**config.mk**
```make
export PLATFORM = sky130hd
export DESIGN_NAME = tmr_reconfig_voter
export DESIGN_NICKNAME = d
export VERILOG_FILES = /design/src/rtl/tmr_voter_pkg.sv /design/src/rtl/tmr_vote_core.sv /design/src/rtl/tmr_persist.sv /design/src/rtl/tmr_reconfig_ctl.sv /design/src/rtl/tmr_reconfig_voter.sv
export SDC_FILE = /design/constraint.sdc
export NUM_CORES = 1
export LEC_CHECK = 0
export BUFFER_PORTS_ARGS = -buffer_cell sky130_fd_sc_hd__buf_2
export CAP_MARGIN = 20
export CORE_MARGIN = 5
export CORE_UTILIZATION = 40
export DETAILED_ROUTE_END_ITERATION = 8
export GPL_TIMING_DRIVEN = 0
export SYNTH_ARGS = -nofsm -noshare
export SYNTH_HDL_FRONTEND = slang
export SYNTH_SLANG_ARGS = --single-unit
```
**constraint.sdc**
```tcl
create_clock -name clk -period 5.3 [get_ports clk]
set_input_delay 0.795 -clock clk [delete_from_list [all_inputs] [get_ports clk]]
set_output_delay 0.795 -clock clk [all_outputs]
set_load 0.03 [all_outputs]
```
**src/rtl/tmr_voter_pkg.sv**
```systemverilog
// Package: shared types and helpers for the reconfiguring voter.
// Assumes channel numbering 0..2 for the main channels and 3 for the spare.
package tmr_voter_pkg;

    typedef enum logic [1:0] {
        MODE_TMR          = 2'd0,
        MODE_SIMPLEX      = 2'd1,
        MODE_SPARE_ACTIVE = 2'd2,
        MODE_FAILED       = 2'd3
    } vmode_t;

    localparam int NUM_CH    = 4;
    localparam int NUM_SLOTS = 3;
    localparam int CH_IDX_W  = $clog2(NUM_CH);

    // Turns a channel number into a one-hot channel mask.
    function automatic logic [NUM_CH-1:0] ch_onehot(input logic [CH_IDX_W-1:0] idx);
        return {{(NUM_CH-1){1'b0}}, 1'b1} << idx;
    endfunction

endpackage

```
**src/rtl/tmr_vote_core.sv**
```systemverilog
// Vote core: routes channels into three voting slots, forms the bitwise
// majority and classifies the agreement pattern at word level.
// Assumes slot_src never selects one channel for two slots.
module tmr_vote_core
    import tmr_voter_pkg::*;
#(
    parameter int W = 8
) (
    input  logic [NUM_CH-1:0][W-1:0]      chans,
    input  logic [NUM_SLOTS-1:0][CH_IDX_W-1:0] slot_src,
    output logic [W-1:0]                  maj,
    output logic                          disagree,
    output logic                          odd_valid,
    output logic                          no_majority,
    output logic [1:0]                    odd_slot
);

    logic [NUM_SLOTS-1:0][W-1:0] slot_val;
    logic eq01, eq02, eq12;

    genvar s, b;
    generate
        // Per-slot source multiplexer.
        for (s = 0; s < NUM_SLOTS; s++) begin : g_slot
            assign slot_val[s] = chans[slot_src[s]];
        end
        // Per-bit two-of-three majority.
        for (b = 0; b < W; b++) begin : g_bit
            assign maj[b] = (slot_val[0][b] & slot_val[1][b]) |
                            (slot_val[0][b] & slot_val[2][b]) |
                            (slot_val[1][b] & slot_val[2][b]);
        end
    endgenerate

    // Word-level agreement classification.
    always_comb begin
        eq01        = (slot_val[0] == slot_val[1]);
        eq02        = (slot_val[0] == slot_val[2]);
        eq12        = (slot_val[1] == slot_val[2]);
        disagree    = !(eq01 && eq12);
        no_majority = !eq01 && !eq02 && !eq12;
        odd_valid   = disagree && !no_majority;
        if (eq01)      odd_slot = 2'd2;
        else if (eq02) odd_slot = 2'd1;
        else           odd_slot = 2'd0;
    end

endmodule

```
**src/rtl/tmr_persist.sv**
```systemverilog
// Persistence filter: fires when the same candidate is seen with its
// condition true on two consecutive strobe samples.
// Assumes cond and cand are stable around the strobe cycle.
module tmr_persist #(
    parameter int CW = 2
) (
    input  logic          clk,
    input  logic          rst_n,
    input  logic          clr,
    input  logic          sample,
    input  logic          cond,
    input  logic [CW-1:0] cand,
    output logic          fire
);

    logic          pend_q;
    logic [CW-1:0] pend_cand_q;

    assign fire = sample && cond && pend_q && (cand == pend_cand_q);

    // Remembers the evidence of the previous strobe sample.
    always_ff @(posedge clk) begin
        if (!rst_n) begin
            pend_q      <= 1'b0;
            pend_cand_q <= '0;
        end else if (clr || fire) begin
            pend_q      <= 1'b0;
        end else if (sample) begin
            pend_q      <= cond;
            pend_cand_q <= cand;
        end
    end

endmodule

```
**src/rtl/tmr_reconfig_ctl.sv**
```systemverilog
// Reconfiguration controller: holds the operating mode, the slot-to-channel
// map, the active and standby simplex channels and the sticky failure flags.
// Assumes fire is a single-cycle pulse and that fire_cand is the odd slot in
// TMR (it is ignored in the other modes).
module tmr_reconfig_ctl
    import tmr_voter_pkg::*;
(
    input  logic                               clk,
    input  logic                               rst_n,
    input  logic                               man_rst,
    input  logic                               fire,
    input  logic [1:0]                         fire_cand,
    input  logic                               spare_en,
    input  logic                               standby_en,
    output vmode_t                             mode,
    output logic [NUM_SLOTS-1:0][CH_IDX_W-1:0] slot_src,
    output logic [CH_IDX_W-1:0]                act_ch,
    output logic [NUM_CH-1:0]                  ch_fail,
    output logic [NUM_CH-1:0]                  ch_en
);

    localparam logic [NUM_SLOTS-1:0][CH_IDX_W-1:0] SRC_INIT = {2'd2, 2'd1, 2'd0};
    localparam logic [CH_IDX_W-1:0] SPARE_IDX = CH_IDX_W'(NUM_CH - 1);

    vmode_t                             mode_q;
    logic [NUM_SLOTS-1:0][CH_IDX_W-1:0] src_q;
    logic [CH_IDX_W-1:0]                act_q, stby_q;
    logic [NUM_CH-1:0]                  fail_q;
    logic                               spare_used_q;
    logic [1:0]                         g_lo, g_hi;
    logic [CH_IDX_W-1:0]                odd_phys;

    // Picks the two good slots left when fire_cand is dropped.
    always_comb begin
        case (fire_cand)
            2'd0:    begin g_lo = 2'd1; g_hi = 2'd2; end
            2'd1:    begin g_lo = 2'd0; g_hi = 2'd2; end
            default: begin g_lo = 2'd0; g_hi = 2'd1; end
        endcase
        odd_phys = src_q[fire_cand];
    end

    // Mode and map update on a confirmed fault or a manual reset.
    always_ff @(posedge clk) begin
        if (!rst_n) begin
            mode_q       <= MODE_TMR;
            src_q        <= SRC_INIT;
            act_q        <= '0;
            stby_q       <= '0;
            fail_q       <= '0;
            spare_used_q <= 1'b0;
        end else if (man_rst) begin
            mode_q       <= MODE_TMR;
            src_q        <= SRC_INIT;
            act_q        <= '0;
            stby_q       <= '0;
            fail_q       <= '0;
            spare_used_q <= 1'b0;
        end else if (fire) begin
            case (mode_q)
                MODE_TMR: begin
                    fail_q[odd_phys] <= 1'b1;
                    if (spare_en && !spare_used_q) begin
                        src_q[fire_cand] <= SPARE_IDX;
                        spare_used_q     <= 1'b1;
                    end else begin
                        act_q  <= src_q[g_lo];
                        stby_q <= src_q[g_hi];
                        mode_q <= MODE_SIMPLEX;
                    end
                end
                MODE_SIMPLEX: begin
                    fail_q[act_q] <= 1'b1;
                    if (standby_en) begin
                        act_q  <= stby_q;
                        mode_q <= MODE_SPARE_ACTIVE;
                    end else begin
                        mode_q <= MODE_FAILED;
                    end
                end
                MODE_SPARE_ACTIVE: begin
                    fail_q[act_q] <= 1'b1;
                    mode_q        <= MODE_FAILED;
                end
                default: mode_q <= MODE_FAILED;
            endcase
        end
    end

    // Channel enables derived from the current configuration.
    always_comb begin
        case (mode_q)
            MODE_TMR:    ch_en = ch_onehot(src_q[0]) | ch_onehot(src_q[1]) |
                                 ch_onehot(src_q[2]);
            MODE_FAILED: ch_en = '0;
            default:     ch_en = ch_onehot(act_q);
        endcase
    end

    assign mode     = mode_q;
    assign slot_src = src_q;
    assign act_ch   = act_q;
    assign ch_fail  = fail_q;

endmodule

```
**src/rtl/tmr_reconfig_voter.sv**
```systemverilog
// Top: self-reconfiguring voter for one signal group. Combines the vote
// core, the persistence filter and the controller, and registers every
// data and flag output. Assumes sample is a one-cycle pulse and ovr_sel
// names a wired channel.
module tmr_reconfig_voter
    import tmr_voter_pkg::*;
#(
    parameter int W = 8
) (
    input  logic         clk,
    input  logic         rst_n,
    input  logic [W-1:0] ch_a,
    input  logic [W-1:0] ch_b,
    input  logic [W-1:0] ch_c,
    input  logic [W-1:0] ch_spare,
    input  logic         sample,
    input  logic [3:0]   ext_fault,
    input  logic         spare_en,
    input  logic         standby_en,
    input  logic         ovr_en,
    input  logic [1:0]   ovr_sel,
    input  logic         man_rst,
    output logic [W-1:0] voted,
    output logic         mismatch,
    output logic         uncorrectable,
    output logic [3:0]   odd_ch,
    output logic [1:0]   mode,
    output logic [3:0]   ch_en,
    output logic [3:0]   ch_fail
);

    logic [NUM_CH-1:0][W-1:0]           chans;
    logic [NUM_SLOTS-1:0][CH_IDX_W-1:0] slot_src;
    logic [W-1:0]                       maj, voted_d, voted_q;
    logic                               disagree, odd_valid, no_majority;
    logic [1:0]                         odd_slot;
    logic [CH_IDX_W-1:0]                act_ch;
    vmode_t                             mode_s;
    logic                               cond, fire;
    logic [1:0]                         cand;
    logic                               mm_q, ue_q;
    logic [NUM_CH-1:0]                  odd_q, odd_d;

    assign chans = {ch_spare, ch_c, ch_b, ch_a};

    tmr_vote_core #(.W(W)) u_core (
        .chans       (chans),
        .slot_src    (slot_src),
        .maj         (maj),
        .disagree    (disagree),
        .odd_valid   (odd_valid),
        .no_majority (no_majority),
        .odd_slot    (odd_slot)
    );

    // Fault evidence per mode, suspended by the override.
    always_comb begin
        case (mode_s)
            MODE_TMR: begin
                cond = disagree && odd_valid;
                cand = odd_slot;
            end
            MODE_SIMPLEX, MODE_SPARE_ACTIVE: begin
                cond = ext_fault[act_ch];
                cand = act_ch;
            end
            default: begin
                cond = 1'b0;
                cand = 2'd0;
            end
        endcase
        if (ovr_en) cond = 1'b0;
    end

    tmr_persist #(.CW(2)) u_persist (
        .clk    (clk),
        .rst_n  (rst_n),
        .clr    (man_rst),
        .sample (sample),
        .cond   (cond),
        .cand   (cand),
        .fire   (fire)
    );

    tmr_reconfig_ctl u_ctl (
        .clk        (clk),
        .rst_n      (rst_n),
        .man_rst    (man_rst),
        .fire       (fire),
        .fire_cand  (odd_slot),
        .spare_en   (spare_en),
        .standby_en (standby_en),
        .mode       (mode_s),
        .slot_src   (slot_src),
        .act_ch     (act_ch),
        .ch_fail    (ch_fail),
        .ch_en      (ch_en)
    );

    // Next output word: override, vote, pass-through or hold.
    always_comb begin
        if (ovr_en) begin
            voted_d = chans[ovr_sel];
        end else begin
            case (mode_s)
                MODE_TMR:    voted_d = no_majority ? voted_q : maj;
                MODE_FAILED: voted_d = voted_q;
                default:     voted_d = chans[act_ch];
            endcase
        end
        odd_d = (mode_s == MODE_TMR && odd_valid) ? ch_onehot(slot_src[odd_slot]) : '0;
    end

    // Output and flag registers.
    always_ff @(posedge clk) begin
        if (!rst_n) begin
            voted_q <= '0;
            mm_q    <= 1'b0;
            ue_q    <= 1'b0;
            odd_q   <= '0;
        end else begin
            voted_q <= voted_d;
            mm_q    <= (mode_s == MODE_TMR) && disagree;
            ue_q    <= (mode_s == MODE_TMR) && no_majority;
            odd_q   <= odd_d;
        end
    end

    assign voted         = voted_q;
    assign mismatch      = mm_q;
    assign uncorrectable = ue_q;
    assign odd_ch        = odd_q;
    assign mode          = mode_s;

endmodule

```
==> results.toml <==
[setup_path]
timing.rr.end = "voted[4]$_SDFFE_PN0P_"
r2r_setup_slack_ns = 0.87
start_kind = "register"
rr_worst_depth = 12
critPathMaxFanout = 10
crit_required_ns = 5.48
reg2reg_from = "u_ctl.slot_src[2]$_SDFFE_PP1P_"
arrival_ns = 4.60
path_class = "reg -> reg"
end_kind = "register"

[sta]
max-slew-margin-rel_pct = 44.1
max_freq_mhz = 226
final_hold_viol_count = 0
fin_skew_ns = 0.0107
hold_ws_ns = 0.460
period_share_pct = 83.5
drv_slew = 0
finalWorstSetupSlack_ns = 0.875
final-setup-viol-count = 0
min_period_ns = 4.43
tightest_slew_ns = 0.838
tns_ns = 0
rsz0062_at_grt = "false"

[clocking]
ctsHoldBuffers = 0
clockRootBuffer = "clkbuf_8"
numCtsBuffers = 5
cts_max_level = 2
clk_pin_slew_worst_paths_ns = 0.08
cts_setup_buffers = 0
cts.repair.resized = 0
clock_path_buffers = 2
clock_latency_ns = 0.30
tritoncts = "yes"
cts.sinks = 34

[drt]
routed_via_density = 6.17
post_drt_wl_per_cell_microns = 20.1
vias = 3059
first_pass_iters = 6
routed_wl_mm = 9.96
drc_errors = 0
ant_nets = 0
first_iter_violations = 212

[synth]
synth_nets = 392
avgSynthCellArea_sq_um = 10.3
synth-edff-count = 0
syn_inst = 318
synth_top_area_share_pct = 28.3
yosysWarnings = 0
ys_seq_area_share_pct = 20.8
synth.top_cells.by_area = "mux4_2 (28%), dfxtp_1 (21%), ha_1 (11%)"
synth_largest_area_cell = "mux4_2"
ys_ff_latch = 34
synth_ff_type = "dfxtp_1"
synth-async-reset-ratio_pct = 0
synth.cell_area_sq_um = 3270
synth.distinct_cells = 44

[pwr]
ir_drop_v = 0.0000935
power.leakage_uw = 0.00154
power_density_nw_per_um2 = 163
report.power.total_uw = 621

[placed_design]
io_buffers = 65
dp_hpwl_mm = 7.74
place_ws_ns = 0.887
placedCellCount = 488
place.gp.congestion = 0.873

[run]
cap_violations = 0

[finish]
final_common_cell = "buf_2"
area_growth_pct = 16.9
drive_above_1_share_pct = 32.7
diodes = 0
n_fill_cell = 807
final_cells = 496
num-nets-final = 464
final_cell_mix = "buf_2 (68), mux4_2 (41), dfxtp_1 (34)"

[outcome]
outcome = "complete, no violations"

[die]
core_sq_um = 8090
die_area_sq_um = 10100
fp.dieW_microns = 100
die-height_microns = 100
io_pins = 69
initial_core_util_pct = 40.4
num_rows = 33

[global_routing]
grt_usage_pct = 20.0
grt_antenna_before_repair = 0
grt_pass1_vias = 2914
grt_max_degree = 12
grt_overflow = 0
grt_pass1_wl_mm = 15.6

[hold_path]
hp-class = "reg -> reg"
hold_path_end = "u_ctl.ch_fail[3]$_SDFFE_PP0P_"
whs_path_depth = 2
hp-start = "u_ctl.ch_fail[3]$_SDFFE_PP0P_"
synth_stat cells (9+ instances only):
master	instances
inv_1	14
mux4_2	41
nor2_1	21
o311a_1	9
dfxtp_1	34
clkbuf_1	14
nand3_1	9
nor3_1	11
a21oi_1	17
a211oi_1	12
ha_1	29
nand2_1	18
cells by family (layout without fill, tap and decap cells):
kind of cell / count (synthesis) / count (layout) / synth area share [%]
AND/OR/NAND/NOR: 89 / 89 / 14.6
AO/OA/AOI/OAI: 80 / 80 / 18.4
multiplexers: 46 / 46 / 29.8
buffers and inverters: 39 / 112 / 5.06
flip-flops: 34 / 34 / 20.8
adder cells (fa/ha/maj): 29 / 29 / 11.1
XOR/XNOR: 1 / 1 / 0.268
critical path, cell delays in order (launching register included):
cell and delay, ns:
dfxtp_1 0.31, clkbuf_1 0.34, clkbuf_1 0.57, mux4_2 0.61
ha_1 0.31, nor4_2 0.46, and2_1 0.24, buf_2 0.25
a21oi_1 0.16, a31oi_4 0.37, nor2_1 0.23, a211o_1 0.31
o311a_1 0.13
layer usage:
metal  part of all wire, %  vias to the layer above  track usage (%)
li1                      -                     1425                -
met1                    44                     1488             28.6
met2                    46                      132             30.3
met3                   8.7                       14             5.07
met4                   1.6                        0             5.18
met5                     0                        -                0
flip-flops by register name, summed over array words and instances, names as in the netlist:
name	flops
u_persist.pend_q	1
u_ctl.mode	2
voted	8
u_persist.pend_cand_q	2
u_ctl.slot_src	6
u_ctl.act_ch	2
u_ctl.stby_q	2
uncorrectable	1
u_ctl.spare_used_q	1
odd_ch	4
mismatch	1
u_ctl.ch_fail	4
power by group:
| part | switching (uW) | total [uW] | leakage (uW) | internal [uW] |
|---|---|---|---|---|
| Combinational | 81.7 | 151 | 0.00122 | 69.6 |
| Clock | 101 | 205 | 0.0000472 | 104 |
| Sequential | 2.68 | 264 | 0.000277 | 262 |
area by class of cell:
type                    instances  area, sq um  share of cell area, %
multi-input cells             245         2420                   63.4
inverters                      14         52.6                   1.38
clock inverters                 2         12.5                  0.328
plain buffers                  25          113                   2.95
repair buffers                 65          325                   8.52
clock buffers                   6         82.6                   2.16
well taps                     105          131                   3.44
flip-flops and latches         34          681                   17.8
worst max path at each step:
stage,start,endpoint,cells after the start
2_1_floorplan,u_ctl.slot_src[2]$_SDFFE_PP1P_,voted[0]$_SDFFE_PN0P_,12
3_5_place_dp,u_ctl.slot_src[2]$_SDFFE_PP1P_,voted[4]$_SDFFE_PN0P_,12
6_report,u_ctl.slot_src[2]$_SDFFE_PP1P_,voted[4]$_SDFFE_PN0P_,12
4_1_cts,u_ctl.slot_src[2]$_SDFFE_PP1P_,voted[4]$_SDFFE_PN0P_,12
3_3_place_gp,u_ctl.slot_src[2]$_SDFFE_PP1P_,voted[4]$_SDFFE_PN0P_,12
5_1_grt,u_ctl.slot_src[2]$_SDFFE_PP1P_,voted[4]$_SDFFE_PN0P_,12
stage by stage:
step / cell area [sq um] / utilization [%]
after floorplan: 3270 / -
after global placement: 3720 / 46.0
after global routing: 3820 / 47.2
final: 3820 / 47.2
after CTS: 3820 / 47.2
after detailed placement: 3720 / 46.0
Power figures use the tool's default switching activity.
